`src/rtl/msi_cap_pkg.sv`:
```
package msi_cap_pkg;

  typedef enum logic [2:0] {
    SEL_NONE, SEL_HDR, SEL_ALO, SEL_AHI, SEL_DATA, SEL_MASK, SEL_PEND
  } regSel_t;

  typedef struct packed {
    logic       wr;
    logic       rd;
    regSel_t    sel;
    logic [3:0] be;
  } strobes_t;

  localparam logic [7:0] CAP_ID = 8'h05;

  function automatic logic [2:0] capableCount(input int cnt);
    logic [2:0] n;
    logic       found;
    n = 3'd5;
    found = 1'b0;
    for (int i = 0; i < 6; i++) begin
      if (!found && ((1 << i) >= cnt)) begin
        n = 3'(i);
        found = 1'b1;
      end
    end
    return n;
  endfunction

  function automatic logic [31:0] mergeBytes(input logic [31:0] oldV,
                                             input logic [31:0] newV,
                                             input logic [3:0]  be);
    logic [31:0] r;
    for (int k = 0; k < 4; k++)
      r[k*8 +: 8] = be[k] ? newV[k*8 +: 8] : oldV[k*8 +: 8];
    return r;
  endfunction

  function automatic logic [31:0] beMask(input logic [3:0] be);
    logic [31:0] m;
    for (int k = 0; k < 4; k++)
      m[k*8 +: 8] = {8{be[k]}};
    return m;
  endfunction

endpackage

```
`src/rtl/msi_cap_ctrl.sv`:
```
module msi_cap_ctrl
  import msi_cap_pkg::*;
#(
  parameter logic [7:0] CAP_OFS = 8'h50,
  parameter bit         IS64    = 1'b1
) (
  input  logic       cfgWrEn,
  input  logic       cfgRdEn,
  input  logic [7:0] cfgAddr,
  input  logic [3:0] cfgByteEn,
  output strobes_t   strb
);
  localparam int CAP_DW = IS64 ? 6 : 5;

  logic [5:0] relDw;
  logic       inCap;
  logic       unusedAddrBits;

  assign unusedAddrBits = ^cfgAddr[1:0];
  assign relDw = cfgAddr[7:2] - CAP_OFS[7:2];
  assign inCap = (cfgAddr[7:2] >= CAP_OFS[7:2]) && (relDw < 6'(CAP_DW));

  always_comb begin
    strb.wr  = cfgWrEn;
    strb.rd  = cfgRdEn;
    strb.be  = cfgByteEn;
    strb.sel = SEL_NONE;
    if (inCap) begin
      unique case (relDw)
        6'd0: strb.sel = SEL_HDR;
        6'd1: strb.sel = SEL_ALO;
        6'd2: strb.sel = IS64 ? SEL_AHI  : SEL_DATA;
        6'd3: strb.sel = IS64 ? SEL_DATA : SEL_MASK;
        6'd4: strb.sel = IS64 ? SEL_MASK : SEL_PEND;
        6'd5: strb.sel = SEL_PEND;
        default: strb.sel = SEL_NONE;
      endcase
    end
  end
endmodule

```
`src/rtl/msi_cap_dp.sv`:
```
module msi_cap_dp
  import msi_cap_pkg::*;
#(
  parameter bit         IS64     = 1'b1,
  parameter logic [2:0] MMC      = 3'd0,
  parameter logic [7:0] NEXT_PTR = 8'h00
) (
  input  logic        clk,
  input  logic        rst,
  input  strobes_t    strb,
  input  logic [31:0] wd,
  input  logic [31:0] pendSet,
  input  logic [31:0] pendClr,
  output logic [31:0] rdData,
  output logic        msiEnable,
  output logic [2:0]  multiMsgEn,
  output logic [63:0] msgAddr,
  output logic [15:0] msgData,
  output logic [31:0] maskBits,
  output logic [31:0] pendBits,
  output logic [31:0] unmaskPulse
);
  logic        ctlEn;
  logic [2:0]  ctlMme;
  logic [31:0] addrLo, addrHi, mask, pend, pulse, rdReg;
  logic [15:0] data16;
  logic [15:0] ctlWord;
  logic [31:0] rdWord, newMask;
  logic        wrHdr, wrAlo, wrData, wrMask;

  assign wrHdr  = strb.wr && (strb.sel == SEL_HDR);
  assign wrAlo  = strb.wr && (strb.sel == SEL_ALO);
  assign wrData = strb.wr && (strb.sel == SEL_DATA);
  assign wrMask = strb.wr && (strb.sel == SEL_MASK);
  assign newMask = mergeBytes(mask, wd, strb.be);

  assign ctlWord = {7'd0, 1'b1, IS64, ctlMme, MMC, ctlEn};

  always_ff @(posedge clk) begin
    if (rst) begin
      ctlEn  <= 1'b0;
      ctlMme <= 3'd0;
      addrLo <= '0;
      data16 <= '0;
      mask   <= '0;
      pend   <= '0;
      pulse  <= '0;
    end else begin
      if (wrHdr && strb.be[2]) begin
        ctlEn  <= wd[16];
        ctlMme <= wd[22:20];
      end
      if (wrAlo) addrLo <= newAloVal(addrLo);
      if (wrData) begin
        if (strb.be[0]) data16[7:0]  <= wd[7:0];
        if (strb.be[1]) data16[15:8] <= wd[15:8];
      end
      if (wrMask) mask <= newMask;
      pulse <= (wrMask && ctlEn) ? (mask & ~newMask) : '0;
      pend  <= (pend & ~pendClr) | pendSet;
    end
  end

  function automatic logic [31:0] newAloVal(input logic [31:0] oldV);
    return mergeBytes(oldV, wd, strb.be);
  endfunction

  generate
    if (IS64) begin : g_hi
      logic wrAhi;
      assign wrAhi = strb.wr && (strb.sel == SEL_AHI);
      always_ff @(posedge clk) begin
        if (rst)        addrHi <= '0;
        else if (wrAhi) addrHi <= mergeBytes(addrHi, wd, strb.be);
      end
    end else begin : g_nohi
      assign addrHi = '0;
    end
  endgenerate

  always_comb begin
    unique case (strb.sel)
      SEL_HDR:  rdWord = {ctlWord, NEXT_PTR, CAP_ID};
      SEL_ALO:  rdWord = addrLo;
      SEL_AHI:  rdWord = addrHi;
      SEL_DATA: rdWord = {16'd0, data16};
      SEL_MASK: rdWord = mask;
      SEL_PEND: rdWord = pend;
      default:  rdWord = '0;
    endcase
  end

  always_ff @(posedge clk) begin
    if (rst) rdReg <= '0;
    else     rdReg <= strb.rd ? (rdWord & beMask(strb.be)) : '0;
  end

  assign rdData      = rdReg;
  assign msiEnable   = ctlEn;
  assign multiMsgEn  = ctlMme;
  assign msgAddr     = {addrHi, addrLo};
  assign msgData     = data16;
  assign maskBits    = mask;
  assign pendBits    = pend;
  assign unmaskPulse = pulse;
endmodule

```
`src/rtl/msi_cap_regs.sv`:
```
module msi_cap_regs
  import msi_cap_pkg::*;
#(
  parameter int         VEC_COUNT = 4,
  parameter bit         IS64      = 1'b1,
  parameter logic [7:0] CAP_OFS   = 8'h50,
  parameter logic [7:0] NEXT_PTR  = 8'h70
) (
  input  logic        clk,
  input  logic        rst,
  input  logic        cfgWrEn,
  input  logic        cfgRdEn,
  input  logic [7:0]  cfgAddr,
  input  logic [3:0]  cfgByteEn,
  input  logic [31:0] cfgWrData,
  output logic [31:0] cfgRdData,
  input  logic [31:0] pendSet,
  input  logic [31:0] pendClr,
  output logic        msiEnable,
  output logic [2:0]  multiMsgEn,
  output logic [63:0] msgAddr,
  output logic [15:0] msgData,
  output logic [31:0] maskBits,
  output logic [31:0] pendBits,
  output logic [31:0] unmaskPulse
);
  localparam logic [2:0] MMC = capableCount(VEC_COUNT);

  generate
    if (VEC_COUNT > 32 || VEC_COUNT < 1) begin : g_badcount
      $error("msi_cap_regs: VEC_COUNT must be in 1..32");
    end
  endgenerate

  strobes_t strb;

  msi_cap_ctrl #(.CAP_OFS(CAP_OFS), .IS64(IS64)) u_ctrl (
    .cfgWrEn(cfgWrEn), .cfgRdEn(cfgRdEn), .cfgAddr(cfgAddr),
    .cfgByteEn(cfgByteEn), .strb(strb)
  );

  msi_cap_dp #(.IS64(IS64), .MMC(MMC), .NEXT_PTR(NEXT_PTR)) u_dp (
    .clk(clk), .rst(rst), .strb(strb), .wd(cfgWrData),
    .pendSet(pendSet), .pendClr(pendClr), .rdData(cfgRdData),
    .msiEnable(msiEnable), .multiMsgEn(multiMsgEn), .msgAddr(msgAddr),
    .msgData(msgData), .maskBits(maskBits), .pendBits(pendBits),
    .unmaskPulse(unmaskPulse)
  );
endmodule

```
`config.mk`:
```
export PLATFORM = sky130hd
export DESIGN_NAME = msi_cap_regs
export DESIGN_NICKNAME = d
export VERILOG_FILES = /design/src/rtl/msi_cap_pkg.sv /design/src/rtl/msi_cap_ctrl.sv /design/src/rtl/msi_cap_dp.sv /design/src/rtl/msi_cap_regs.sv
export SDC_FILE = /design/constraint.sdc
export NUM_CORES = 1
export LEC_CHECK = 0
export ABC_CLOCK_PERIOD_IN_PS = 5400
export CORE_ASPECT_RATIO = 1.4
export CORE_UTILIZATION = 48
export DETAILED_ROUTE_END_ITERATION = 10
export PLACE_DENSITY = 0.85
export SYNTH_ARGS = -nofsm -noshare
export SYNTH_HDL_FRONTEND = slang
export SYNTH_SLANG_ARGS = --single-unit
```
`constraint.sdc`:
```
create_clock -name clk -period 5.4 [get_ports clk]
set_input_delay 1.08 -clock clk [delete_from_list [all_inputs] [get_ports clk]]
set_output_delay 1.08 -clock clk [all_outputs]
set_load 0.01 [all_outputs]
```
==> impl_metrics.tcl <==
set metrics [dict create \
    ys_ff_latch 212 \
    worst_setup_path_end_kind "flip-flop" \
    synth.distinct_cells 51 \
    ys_top_cells_by_area "dfxtp_1 48%, mux2i_1 13%, nor2_1 6.8%, a221oi_4 3.6%, a21oi_1 3.5%" \
    postCtsSetupBuffers 0 \
    grt_remaining_overflow 0 \
    clk_pin_slew_ns 0.06 \
    avgSynthCellArea_um2 9.527 \
    clock_path_buffers 3 \
    fin_nets 1339 \
    finalSetupViolCount 0 \
    fin_util 0.7162 \
    ant_nets 0 \
    cts_tree "yes" \
    dp_hpwl_um 19940 \
    slew_headroom 0.2569 \
    die_y_um 162.6 \
    final_common_cell "clkdlybuf4s50_1" \
    hold_viol 0 \
    post_drt_via_cell_ratio 5.547 \
    cts_hold_buf 0 \
    swShare 0.2326 \
    synth-edff-count 0 \
    seqCellArea_um2 4244 \
    antenna_found_initial 0 \
    grt_max_degree 82 \
    start_util 0.4912 \
    synth.largest_area_cell "dfxtp_1" \
    worstMarginPinSlew_ns 1.109 \
    worstPathArrival_ns 4.60 \
    seq_power_share 0.484 \
    finalMaxSlewViolations 0 \
    grt_pass1_vias 8107 \
    status "complete, no violations" \
    rsz0062_at_grt "false" \
    worstPathMaxFanout 15 \
    synthArstFlopShare 0 \
    ir_drop_v 0.0002806 \
    multi_input_area_um2 4243 \
    grt_use_met2 0.5444 \
    critPathLaunchType "primary input" \
    dieWidth_um 116.7 \
    htreeDepth 1 \
    vias 8187 \
    areaGrowthSynthToFinish_pct 45.80 \
    p_clk_frac 0.429 \
    netlist.area_leader.share 0.4800 \
    core_area_um2 18000 \
    row_count 58 \
    p_int_mw 2.527 \
    finalWirelength_um 28990 \
    wl_per_cell_um 19.64 \
    power_density_nw_per_um2 255.5 \
    ios 324 \
    fmax_ghz 0.2381 \
    drv_cap 0 \
    numClockSinks 212 \
    fill_cells 1371 \
    ctsResizeCount 0 \
    pwr-share-comb 0.087 \
    worstSkewPairLatency_ns 0.49 \
    gp_congestion 0.8067 \
    hold_path_class "flip-flop to flip-flop" \
    crit_required_ns 5.80 \
    n_antenna_cell 0 \
    route.detailed.drc 0 \
    synthFlopType "dfxtp_1" \
    fin_skew_ns 0.01024 \
    grtUsageMet1 0.3284 \
    final_cell_mix "320 x clkdlybuf4s50_1, 212 x dfxtp_1, 160 x nor2_1" \
    dr.pass1.iters 6 \
    leakage_nw 4.456 \
    period_share 0.7777 \
    portBuffers 321 \
    ys_seq_area_frac 0.4800 \
    yosys_warnings 0 \
    timing.final.crit_period_ns 4.200 \
    crit_type "primary input to flip-flop" \
    cpMaxStageDelayCell "a22oi_2" \
    fin_tns_setup_ns 0 \
    grt_first_pass_wirelength_um 43490 \
    worstPathCellList "clkdlybuf4s50_1 > inv_1 > ha_1 > nor2b_1 > nand4_2 > a22oi_2 > nand4b_1 > nor2_1" \
    syn_inst 928 \
    met3_usage 0.06364 \
    cts_buffers 21 \
    syn_nets 1043 \
    syn-cell-area_um2 8841 \
    layout-drive-gt1-share 0.07767 \
    drt_iter0_drc 550 \
    dieArea_um2 18970 \
    root_buffer "clkbuf_16" \
    grt-busiest-layer "met2" \
    grt_use_total 0.2993 \
    crit_path_max_incr_delay_ns 0.90 \
    p_switching_uw 765.8 \
]
==> logic make-up after synthesis <==
logic type                 count (synthesis)  share of synthesized area
and+or+nand+nor                          319                     0.1609
DFF                                      212                     0.4800
AOI/OAI and AO/OA                        160                     0.1489
muxes                                    139                     0.1602
buffers and inverters                     95                    0.04571
adders and majority gates                  3                   0.004246
==> synthesized netlist by cell type, drive strengths merged, types with 3 or more instances <==
| cell | n |
|---|---|
| nand2 | 79 |
| nor4 | 32 |
| a21o | 5 |
| nor2 | 160 |
| and3 | 5 |
| dfxtp | 212 |
| nand3 | 17 |
| ha | 3 |
| mux2 | 20 |
| buf | 17 |
| clkbuf | 43 |
| nor2b | 5 |
| a21oi | 61 |
| a32oi | 6 |
| mux2i | 119 |
| o22a | 3 |
| nand4b | 4 |
| a22oi | 38 |
| a221oi | 14 |
| inv | 35 |
| or3 | 3 |
| o21ai | 20 |
==> stage by stage <==
stage                     std cells  total power [mW]  hold WS, ns  area (µm²)  worst slack [ns]
after global placement         1441             1.909       0.4510       12230            0.7925
final                          1476             3.293       0.4671       12890             1.200
after detailed placement       1441             1.913       0.4555       12230            0.6702
after global routing           1476             3.403       0.4771       12890            0.9323
after CTS                      1476             3.312       0.4645       12890             1.173
after floorplan                 928             1.748       0.4831        8841             2.296
==> flip-flops by register name, indices dropped and copies added, names as in the netlist <==
name and cells:
u_dp.msiEnable 1, u_dp.unmaskPulse 32, u_dp.multiMsgEn 3, u_dp.maskBits 32, u_dp.addrLo 32, u_dp.addrHi 32
u_dp.pendBits 32, u_dp.msgData 16, u_dp.rdData 32
==> final timing paths <==
kind / from / end / slack (ns) / depth (start not counted)
worst max-delay path: cfgAddr[4] / u_dp.rdData[26] / 1.20 / 8
worst min-delay path: u_dp.maskBits[10] / u_dp.unmaskPulse[10] / 0.47 / 2
worst max register to register: u_dp.msiEnable / u_dp.unmaskPulse[14] / 3.65 / 3
worst min register to register: u_dp.maskBits[10] / u_dp.unmaskPulse[10] / 0.47 / 2
==> power groups by stage <==
stage | Combinational [mW] | Clock (mW) | Sequential, mW
after CTS | 0.287 | 1.43 | 1.59
after detailed placement | 0.285 | 0 | 1.63
final | 0.287 | 1.41 | 1.59
after global routing | 0.307 | 1.50 | 1.59
after global placement | 0.281 | 0 | 1.63
after floorplan | 0.114 | 0 | 1.63
==> worst max-delay path: cells and delay by family <==
family	cells	cell delay (ns)
simple gates	4	1.54
compound gates	1	0.90
buf+inv	2	0.72
fa+ha+maj	1	0.36
==> routing by layer <==
metal | vias up | wire length [µm]
li1 | 3845 | -
met1 | 3877 | 10470
met2 | 388 | 14950
met3 | 77 | 2457
met4 | 0 | 1112
met5 | - | 0
==> final cells by class <==
type,count,share of cell area
Multi-Input combinational cell,621,0.3292
Clock buffer,26,0.04533
Sequential cell,212,0.3293
Tap cell,240,0.02330
Timing Repair Buffer,333,0.2570
Inverter,35,0.01019
Clock inverter,9,0.005727
Note: power is estimated with default switching activity, not from simulation.
